==> src/rtl/i2cp_pkg.sv <==
package i2cp_pkg;

    localparam int BUS_MAX = 3;
    localparam int BUS_IW  = $clog2(BUS_MAX);
    localparam int UNIT_W  = 2;

    typedef enum logic [4:0] {
        ST_IDLE,
        ST_CLEAR,
        ST_PRE,
        ST_STOP_A,
        ST_STOP_B,
        ST_STOP_C,
        ST_GAP,
        ST_P1_SCL,
        ST_P1_SDA,
        ST_P1_CHK,
        ST_P2_HOLD,
        ST_P2_SCL,
        ST_P2_SDA,
        ST_P2_CHK,
        ST_MARK,
        ST_NEXT,
        ST_DONE
    } probe_st_e;

    typedef struct packed {
        logic scl_lo;
        logic sda_lo;
    } line_req_t;

    // Length of each timed state in units of T; zero means a single cycle.
    function automatic logic [UNIT_W-1:0] st_units(probe_st_e s);
        logic [UNIT_W-1:0] u;
        unique case (s)
            ST_PRE, ST_STOP_C, ST_GAP:       u = 2'd2;
            ST_STOP_B:                       u = 2'd3;
            ST_STOP_A, ST_P1_SCL, ST_P1_SDA,
            ST_P2_HOLD, ST_P2_SCL, ST_P2_SDA,
            ST_MARK:                         u = 2'd1;
            default:                         u = 2'd0;
        endcase
        return u;
    endfunction

endpackage

==> src/rtl/i2cp_timer.sv <==
module i2cp_timer #(
    parameter int T_CYC  = 250,
    parameter int UNIT_W = 2
) (
    input  logic              clk,
    input  logic              rst_n,
    input  logic              load_i,
    input  logic [UNIT_W-1:0] units_i,
    output logic              expired_o
);

    localparam int MAX_CYC = T_CYC * ((1 << UNIT_W) - 1);
    localparam int CW      = $clog2(MAX_CYC + 1);

    logic [CW-1:0] cnt_q;

    always_ff @(posedge clk or negedge rst_n) begin
        if (!rst_n) begin
            cnt_q <= '0;
        end else if (load_i) begin
            if (units_i == '0) begin
                cnt_q <= '0;
            end else begin
                cnt_q <= CW'(int'(units_i) * T_CYC - 1);
            end
        end else if (cnt_q != '0) begin
            cnt_q <= cnt_q - 1'b1;
        end
    end

    assign expired_o = (cnt_q == '0);

endmodule

==> src/rtl/i2cp_line_drv.sv <==
module i2cp_line_drv
    import i2cp_pkg::*;
#(
    parameter int NB = BUS_MAX
) (
    input  logic              clk,
    input  logic              rst_n,
    input  logic [BUS_IW-1:0] idx_i,
    input  line_req_t         req_i,
    output logic [NB-1:0]     scl_lo_o,
    output logic [NB-1:0]     sda_lo_o
);

    logic [NB-1:0] scl_d;
    logic [NB-1:0] sda_d;

    // Steer the requested levels to the selected bus only.
    for (genvar g = 0; g < NB; g++) begin : g_bus
        assign scl_d[g] = req_i.scl_lo && (idx_i == BUS_IW'(g));
        assign sda_d[g] = req_i.sda_lo && (idx_i == BUS_IW'(g));
    end

    always_ff @(posedge clk or negedge rst_n) begin
        if (!rst_n) begin
            scl_lo_o <= '0;
            sda_lo_o <= '0;
        end else begin
            scl_lo_o <= scl_d;
            sda_lo_o <= sda_d;
        end
    end

endmodule

==> src/rtl/i2cp_result.sv <==
module i2cp_result
    import i2cp_pkg::*;
#(
    parameter int NB = BUS_MAX
) (
    input  logic              clk,
    input  logic              rst_n,
    input  logic              clear_i,
    input  logic              mark_i,
    input  logic [BUS_IW-1:0] idx_i,
    input  logic              latch_i,
    output logic [NB-1:0]     present_o,
    output logic              pass_o
);

    logic [NB-1:0] hit;

    for (genvar g = 0; g < NB; g++) begin : g_hit
        assign hit[g] = mark_i && (idx_i == BUS_IW'(g));
    end

    always_ff @(posedge clk or negedge rst_n) begin
        if (!rst_n) begin
            present_o <= '0;
            pass_o    <= 1'b0;
        end else if (clear_i) begin
            present_o <= '0;
            pass_o    <= 1'b0;
        end else begin
            present_o <= present_o | hit;
            if (latch_i) begin
                pass_o <= |present_o;
            end
        end
    end

endmodule

==> src/rtl/i2c_wire_probe.sv <==
module i2c_wire_probe
    import i2cp_pkg::*;
#(
    parameter int T_CYC = 250
) (
    input  logic               clk,
    input  logic               rst_n,
    input  logic               start_i,
    input  logic               three_bus_i,
    input  logic [BUS_MAX-1:0] scl_in_i,
    input  logic [BUS_MAX-1:0] sda_in_i,
    output logic [BUS_MAX-1:0] scl_lo_o,
    output logic [BUS_MAX-1:0] sda_lo_o,
    output logic [BUS_MAX-1:0] present_o,
    output logic               pass_o,
    output logic               done_o,
    output logic               busy_o
);

    probe_st_e         st_q, st_d;
    logic [BUS_IW-1:0] idx_q;
    logic [BUS_IW-1:0] last_idx;
    logic              three_q;
    logic              closing_q;
    logic              tmr_exp;
    logic              scl_cur, sda_cur;
    logic              p1_ok, p2_ok;
    line_req_t         req;
    logic              clear_req, mark_req, latch_req;

    assign last_idx = three_q ? BUS_IW'(2) : BUS_IW'(1);
    assign scl_cur  = scl_in_i[idx_q];
    assign sda_cur  = sda_in_i[idx_q];
    assign p1_ok    = !scl_cur && sda_cur;
    assign p2_ok    = scl_cur && !sda_cur;

    i2cp_timer #(
        .T_CYC  (T_CYC),
        .UNIT_W (UNIT_W)
    ) u_timer (
        .clk       (clk),
        .rst_n     (rst_n),
        .load_i    (st_d != st_q),
        .units_i   (st_units(st_d)),
        .expired_o (tmr_exp)
    );

    // Next-state logic.
    always_comb begin
        st_d = st_q;
        unique case (st_q)
            ST_IDLE:    if (start_i) st_d = ST_CLEAR;
            ST_CLEAR:   st_d = ST_PRE;
            ST_PRE:     if (tmr_exp) st_d = ST_STOP_A;
            ST_STOP_A:  if (tmr_exp) st_d = ST_STOP_B;
            ST_STOP_B:  if (tmr_exp) st_d = ST_STOP_C;
            ST_STOP_C:  if (tmr_exp) st_d = closing_q ? ST_NEXT : ST_GAP;
            ST_GAP:     if (tmr_exp) st_d = ST_P1_SCL;
            ST_P1_SCL:  if (tmr_exp) st_d = ST_P1_SDA;
            ST_P1_SDA:  if (tmr_exp) st_d = ST_P1_CHK;
            ST_P1_CHK:  st_d = p1_ok ? ST_P2_HOLD : ST_NEXT;
            ST_P2_HOLD: if (tmr_exp) st_d = ST_P2_SCL;
            ST_P2_SCL:  if (tmr_exp) st_d = ST_P2_SDA;
            ST_P2_SDA:  if (tmr_exp) st_d = ST_P2_CHK;
            ST_P2_CHK:  st_d = p2_ok ? ST_MARK : ST_NEXT;
            ST_MARK:    if (tmr_exp) st_d = ST_STOP_A;
            ST_NEXT:    st_d = (idx_q == last_idx) ? ST_DONE : ST_CLEAR;
            ST_DONE:    st_d = ST_IDLE;
            default:    st_d = ST_IDLE;
        endcase
    end

    // State register.
    always_ff @(posedge clk or negedge rst_n) begin
        if (!rst_n) begin
            st_q <= ST_IDLE;
        end else begin
            st_q <= st_d;
        end
    end

    // Run context: bus index, bus count, opening or closing STOP.
    always_ff @(posedge clk or negedge rst_n) begin
        if (!rst_n) begin
            idx_q     <= '0;
            three_q   <= 1'b0;
            closing_q <= 1'b0;
        end else begin
            if (st_q == ST_IDLE && start_i) begin
                idx_q     <= '0;
                three_q   <= three_bus_i;
                closing_q <= 1'b0;
            end
            if (st_q == ST_MARK && tmr_exp) begin
                closing_q <= 1'b1;
            end
            if (st_q == ST_NEXT) begin
                closing_q <= 1'b0;
                if (idx_q != last_idx) begin
                    idx_q <= idx_q + 1'b1;
                end
            end
        end
    end

    // Outputs decoded from the state.
    always_comb begin
        req = '{scl_lo: 1'b0, sda_lo: 1'b0};
        unique case (st_q)
            ST_STOP_A:                        req = '{scl_lo: 1'b1, sda_lo: 1'b1};
            ST_STOP_B:                        req = '{scl_lo: 1'b0, sda_lo: 1'b1};
            ST_P1_SCL, ST_P1_SDA, ST_P1_CHK,
            ST_P2_HOLD:                       req = '{scl_lo: 1'b1, sda_lo: 1'b0};
            ST_P2_SDA, ST_P2_CHK, ST_MARK:    req = '{scl_lo: 1'b0, sda_lo: 1'b1};
            default:                          req = '{scl_lo: 1'b0, sda_lo: 1'b0};
        endcase
        busy_o    = (st_q != ST_IDLE);
        done_o    = (st_q == ST_DONE);
        clear_req = (st_q == ST_IDLE) && start_i;
        mark_req  = (st_q == ST_MARK);
        latch_req = (st_q == ST_NEXT) && (idx_q == last_idx);
    end

    i2cp_line_drv #(
        .NB (BUS_MAX)
    ) u_drv (
        .clk      (clk),
        .rst_n    (rst_n),
        .idx_i    (idx_q),
        .req_i    (req),
        .scl_lo_o (scl_lo_o),
        .sda_lo_o (sda_lo_o)
    );

    i2cp_result #(
        .NB (BUS_MAX)
    ) u_res (
        .clk       (clk),
        .rst_n     (rst_n),
        .clear_i   (clear_req),
        .mark_i    (mark_req),
        .idx_i     (idx_q),
        .latch_i   (latch_req),
        .present_o (present_o),
        .pass_o    (pass_o)
    );

endmodule

==> config.mk <==
export PLATFORM = sky130hd
export DESIGN_NAME = i2c_wire_probe
export DESIGN_NICKNAME = d
export VERILOG_FILES = /design/src/rtl/i2cp_pkg.sv /design/src/rtl/i2cp_timer.sv /design/src/rtl/i2cp_line_drv.sv /design/src/rtl/i2cp_result.sv /design/src/rtl/i2c_wire_probe.sv
export SDC_FILE = /design/constraint.sdc
export NUM_CORES = 1
export LEC_CHECK = 0
export ABC_AREA = 1
export BUFFER_PORTS_ARGS = -buffer_cell sky130_fd_sc_hd__buf_4
export CAP_MARGIN = 5
export CORE_ASPECT_RATIO = 0.6
export CORE_MARGIN = 1
export CORE_UTILIZATION = 28
export CTS_BUF_LIST = sky130_fd_sc_hd__clkbuf_4 sky130_fd_sc_hd__clkbuf_8
export CTS_CLUSTER_DIAMETER = 60
export DETAILED_ROUTE_END_ITERATION = 6
export HOLD_SLACK_MARGIN = 0.06
export SLEW_MARGIN = 20
export SYNTH_ARGS = -nofsm -noshare
export SYNTH_HDL_FRONTEND = slang
export SYNTH_SLANG_ARGS = --single-unit
==> constraint.sdc <==
create_clock -name clk -period 3.05 [get_ports clk]
set_clock_uncertainty 0.05 [all_clocks]
set_input_delay 0.61 -clock clk [delete_from_list [all_inputs] [get_ports clk]]
set_output_delay 0.61 -clock clk [all_outputs]
set_load 0.03 [all_outputs]
# [After elaboration in Yosys (flattened, before gate mapping)]
# Memory sizes are Yosys's and may differ from the RTL's.
# Cells that the tools add are included.
[op_classes] addsub=3 multipliers=1 n_lt_le_gt_ge=1 eq_ne=21 n_mux=35 bitwise=1 n_reduce_logical=27
[op_table] cell="one-hot mux 5 bit (15 select lines)" count=1
[op_table] cell="2-to-1 mux 5 bit" count=12
[op_table] cell="equality test 5 x 4 -> 1 bit (second input constant)" count=8
[op_table] cell="2-to-1 mux 10 bit" count=3
[op_table] cell="equality test 5 x 3 -> 1 bit (second input constant)" count=4
[op_table] cell="logical AND 1 bit" count=14
[op_table] cell="2-to-1 mux 2 bit" count=6
[op_table] cell="equality test 5 x 2 -> 1 bit (second input constant)" count=2
[op_table] cell="logical NOT 10 bit" count=1
[op_table] cell="nonzero test 10 bit" count=1
[op_table] cell="subtractor 10 x 1 -> 10 bit (second input constant)" count=1
[op_table] cell="subtractor 10 x 2 -> 10 bit (second input constant)" count=1
[op_table] cell="multiplier 2 x 7 -> 9 bit (second input constant)" count=1
[op_table] cell="2-to-1 mux 1 bit" count=8
[op_table] cell="2-to-1 mux 3 bit" count=2
[op_table] cell="equality test 5 x 1 -> 1 bit (second input constant)" count=1
[op_table] cell="equality test 5 bit (second input constant)" count=1
[op_table] cell="logical NOT 5 bit" count=1
[op_table] cell="inequality test 5 bit" count=1
[op_table] cell="nonzero test 5 bit" count=1
[op_table] cell="binary-select mux 1 bit (select 2 bit)" count=2
[op_table] cell="logical NOT 2 bit" count=2
[op_table] cell="2-to-1 mux 4 bit" count=1
[op_table] cell="nonzero test 2 bit" count=2
[op_table] cell="other kinds (11)" count=12
[word_totals] reg_bits=29 romBits=64 inputBits=10 output_inout_bits=12 memories=2
[mem_list] name="(no name shown)" depth=16 word_bits=2 rd=1 rd_clocked_by_memory_dff=0 wr=0 line_no="i2c_wire_probe.sv:109" source="unique case (st_q)"
[mem_list] name="(no name shown)" depth=16 word_bits=2 rd=1 rd_clocked_by_memory_dff=0 wr=0 line_no="i2cp_pkg.sv:35" source="unique case (s)"

# [Logic depth before layout (Yosys ltp)]
# An unclocked memory read counts as a cell.
[logic_depth] word_depth=12 mapped_depth=18 mapped_depth_nobuf=18

# [Modules after synthesis]
# From an unflattened synthesis, not the netlist that was laid out.
[hier_totals] hier_cells=312 area_unflattened_um2=2015.7
[by_module_without_submodules] module="i2c_wire_probe" instances=1 cells_each=174 area_each_um2=967.2 seq_area_each_um2=225.2
[by_module_without_submodules] module="i2cp_timer" instances=1 cells_each=98 area_each_um2=675.6 seq_area_each_um2=250.2
[by_module_without_submodules] module="i2cp_line_drv" instances=1 cells_each=19 area_each_um2=198.9 seq_area_each_um2=150.1
[by_module_without_submodules] module="i2cp_result" instances=1 cells_each=21 area_each_um2=173.9 seq_area_each_um2=100.1

# [Least setup slack after synthesis]
# No wires, ideal clock.
[synth_timing] path_kind="register to register" start="register u_timer.cnt_q[0]" end="register u_timer.cnt_q[4]" arrival_ps=2417 required_time_ps=2873 slack_ps=455 stages_incl_launch_ff=18 period_less_slack_ps=2595 cell_sequence="dfrtp_1 inv_1 ha_1 nand2_1 nor2_1 nand3_2 buf_4 nand2_1 a21oi_1 nand2_1 inv_1 ha_1 a21oi_1 o21ai_0 nand3_1 ha_1 nand2_1 o21ai_0"
[synth_between] elab_chain_cells=9 elab_cells_between_ends=24 classes_between="2 x add/sub; 1 x mul; 1 x eq/ne; 15 x mux; 4 x reduce/logical; 1 x memory"
[synth_lines] element="start: declaration" line_no="i2cp_timer.sv:15" source="logic [CW-1:0] cnt_q;"
[synth_lines] element="start signal: assignment" line_no="i2cp_timer.sv:24" source="cnt_q <= CW'(int'(units_i) * T_CYC - 1);"
[synth_lines] element="start signal: assignment" line_no="i2cp_timer.sv:27" source="cnt_q <= cnt_q - 1'b1;"
[synth_lines] element="logical NOT 10 bit (*)" line_no="i2cp_timer.sv:31" source="assign expired_o = (cnt_q == '0);"
[synth_lines] element="2-to-1 mux 5 bit (tied with other cells)" line_no="i2c_wire_probe.sv:54, i2c_wire_probe.sv:66"
[synth_lines] element="one-hot mux 5 bit (15 select lines) (*)" line_no="i2c_wire_probe.sv:51" source="unique case (st_q)"
[synth_lines] element="net st_d[1]" line_no="i2c_wire_probe.sv:20" source="probe_st_e st_q, st_d;"
[synth_lines] element="memory (16 x 2 bit)"
[synth_lines] element="2-to-1 mux 2 bit" line_no="i2cp_pkg.sv:35"
[synth_lines] element="multiplier 2 x 7 -> 9 bit" line_no="i2cp_timer.sv:24"
[synth_lines] element="subtractor 10 x 2 -> 10 bit" line_no="i2cp_timer.sv:24"
[synth_lines] element="2-to-1 mux 10 bit" line_no="i2cp_timer.sv:21" source="if (units_i == '0) begin"
[synth_lines] element="2-to-1 mux 10 bit" line_no="i2cp_timer.sv:20" source="end else if (load_i) begin"
# Mark *: on every way through the listed nets, which the timed path passes. The rest lies on a longest branch. The select of a mux whose other input is x is not followed.
# A chain may end at the register's enable or synchronous reset.

# [Final worst setup path]
[layout_timing] start="register u_timer.cnt_q[0]" end="register u_timer.cnt_q[9]"
# The elaborated chain is that of the path after synthesis.

==> qor.csv <==
metric,value,unit
fmax,361,MHz
leading area contributor after synthesis,dfrtp_1,
worst slew pin tran,0.441,ns
DP HPWL,4.41,mm
Yosys reg bits,29,
Tcrit/Tclk final,0.908,
setup tns final,0,ns
number of global-route vias before repair,1782,
total CTS buffers,5,
largest net degree at the start of global routing,30,
Gate power share,0.585,
Register-to-Register Setup Slack,0.28,ns
vias after detailed routing,1991,
Syn Std Cell Area,2100,um2
Syn Area/Cell,7.26,um2
CP Launch Type,flop,
wire length of the first global-routing pass,9.17,mm
Fin. Hold Viols,0,
initial core utilization,0.289,
final routed DRC violation total,0,
CTS Root Cell,clkbuf_8,
sequential-to-total area share from yosys stat,0.346,
cell area power density,846,nW/um2
die area,7850,um2
chip width,114,um
reg2reg path depth,17,
status,finished clean,
WP data arrival,2.86,ns
register area,726,um2
Critical Path Max Stage Delay,0.36,ns
Clk pwr share,0.138,
Routed WL,5.52,mm
syn_nets,308,
cts hold-fix bufs,0,
worst path required time,3.14,ns
Slew Limit Fails,0,
Tmin final,2.77,ns
internal cell power,1.05,mW
initial DRC count,217,
Finished Cell Area,2480,um2
worst hold path type,input pin to async pin,
clock tree buffer depth,2,
Routability Congestion,0.994,
Synth-to-Final Area Change,18.2,%
Layout Utilization,0.341,
Final nets,338,
RSZ-0062 raised after global routing,no,
global route overflow,0,
Vert. Die Dim,69.0,um
Sw Ratio,0.499,
multi-input logic area,1190,um2
CP Capture Type,flop,
slew margin rel.,0.705,
drt pass-1 iters,5,
Synth warnings,0,
Total GRT Usage,0.153,
VDD IR-drop max,0.258,mV
port buffer count,21,
worst-path cell chain,"inv_1, ha_2, nand2_1, nor2_2, nand3_2, a21oi_1, nand2_1, nor2_4, nand2_4, ha_1, a21oi_1, o21ai_0, nand3_1, inv_1, ha_1, nand2_1, a21oi_1",
P_leak,1.27,nW
initial antenna violation count,0,
Clock Sinks,29,
maxcap violations,0,
FP Rows,24,
H-tree depth,2,
drt via density,4.72,
Critical Path Fanout Max,6,
share of layout cells above drive strength 1,0.242,
ANT cells,0,
Avg WL per Cell,13.1,um
WS Path Type,flop to flop,
RR Endpoint,u_timer.cnt_q[9],
Core ar.,7270,um2
count of cell types in the netlist,27,
setup violators final,0,
CTS tree,done,
antenna-violating nets left,0,
post-place instance area,2400,um2
RR Startpoint,u_timer.cnt_q[0],
fillers,768,
Ports,22,
area share of the largest cell type after synthesis,0.346,
CP max stage cell,dfrtp_1,
synth top area cells,"dfrtp_1 35%, nand2_1 10%, inv_1 7.0%",
"Reg clk slew, reported paths",0.06,ns
Flop pwr share,0.277,
Synth Instances,289,
Worst-Skew Late Latency,0.27,ns
Psw,1.05,mW
-- through the flow --
step                std cells  setup WS, ns  hold WS [ns]  power [mW]
floorplan                 289         0.455         0.264        1.45
global placement          416         0.379         0.471        1.77
detailed placement        416         0.263         0.474        1.78
CTS                       422         0.245         0.214        2.08
global route              422        0.0197         0.226        2.29
finish                    422         0.280         0.208        2.10
-- sequential cells by signal, indices dropped and copies added, names as in the netlist --
register and flops:
closing_q 1, idx_q 2, st_q 5, three_q 1, u_drv.scl_lo_o 3, u_drv.sda_lo_o 3, u_res.pass_o 1, u_res.present_o 3
u_timer.cnt_q 10
-- cell families after synthesis --
group / share of synthesized area
flops: 0.346
xor+xnor: 0.0292
simple gates: 0.366
compound gates: 0.115
fa+ha+maj: 0.0537
buf+inv: 0.0901
-- layout make-up --
class | count | share of cell area
repair buffers | 24 | 0.0727
clock inverters | 1 | 0.00202
clock buffers | 5 | 0.0278
inverters | 48 | 0.0732
well taps | 104 | 0.0525
flip-flops and latches | 29 | 0.293
multi-input cells | 211 | 0.479
-- what timing repair did --
action,in CTS,in global routing
setup endpoints to repair,0,7
buffers inserted,0,0
resized for setup,0,3
-- layout by cell type, fill, tap and decap left out --
cell type / synthesis / layout
nand2_1: 57 / 57
inv_1: 39 / 38
nor2_1: 31 / 30
dfrtp_1: 29 / 29
buf_4: 1 / 24
a21oi_1: 20 / 20
o21ai_0: 17 / 17
nand3_1: 15 / 15
nand2_2: 11 / 11
nor2_2: 9 / 10
inv_2: 7 / 8
nand4_1: 8 / 8
ha_1: 9 / 8
xor2_1: 7 / 7
nor2_4: 6 / 6
nor3_1: 5 / 5
clkbuf_8: 0 / 5
nand3_2: 4 / 4
o21ai_1: 3 / 3
nor3_2: 2 / 2
clkinv_2: 1 / 2
o211ai_1: 2 / 2
clkinv_1: 1 / 1
a21oi_2: 1 / 1
nand2_4: 1 / 1
a21oi_4: 1 / 1
nand3_4: 1 / 1
nor4_1: 1 / 1
ha_2: 0 / 1
-- worst max-delay path, delay by kind of cell (launching register included) --
family          cells  cell delay (ns)
buf+inv             2             0.18
fa+ha+maj           3             0.70
compound gates      4             0.47
flops               1             0.36
simple gates        8             0.87
-- worst max-delay path by stage --
| stage | startpoint | to | slack (ns) | depth (start not counted) |
|---|---|---|---|---|
| 2_1_floorplan | u_timer.cnt_q[0] | u_timer.cnt_q[4] | 0.46 | 17 |
| 3_3_place_gp | u_timer.cnt_q[0] | u_timer.cnt_q[9] | 0.38 | 17 |
| 3_5_place_dp | u_timer.cnt_q[0] | u_timer.cnt_q[9] | 0.26 | 17 |
| 4_1_cts | u_timer.cnt_q[0] | u_timer.cnt_q[9] | 0.25 | 17 |
| 5_1_grt | u_timer.cnt_q[0] | u_timer.cnt_q[9] | 0.02 | 17 |
| 6_report | u_timer.cnt_q[0] | u_timer.cnt_q[9] | 0.28 | 17 |
-- per-layer routing --
metal | vias up | global-route usage | routed length (um)
li1 | 985 | - | -
met2 | 80 | 0.180 | 1910
met1 | 924 | 0.254 | 3020
met4 | 0 | 0.0219 | 15
met3 | 2 | 0.0536 | 577
met5 | - | 0 | 0
-- power by group through the flow --
stage	Sequential [mW]	Combinational (mW)	Clock (mW)
floorplan	0.577	0.877	0
finish	0.582	1.23	0.290
CTS	0.578	1.20	0.297
global route	0.593	1.37	0.320
detailed placement	0.583	1.20	0
global placement	0.584	1.18	0
-- cells in the mapped netlist --
cell / number
o21ai_0: 17
buf_4: 1
nand3_1: 15
nor4_1: 1
nand2_2: 11
clkinv_1: 1
nor2_2: 9
nand2_1: 57
xor2_1: 7
nand3_4: 1
dfrtp_1: 29
nand4_1: 8
nand2_4: 1
ha_1: 9
a21oi_4: 1
a21oi_2: 1
a21oi_1: 20
clkinv_2: 1
o211ai_1: 2
nand3_2: 4
inv_1: 39
nor2_1: 31
nor2_4: 6
nor3_1: 5
inv_2: 7
o21ai_1: 3
nor3_2: 2
(Power assumes the default switching activity.)
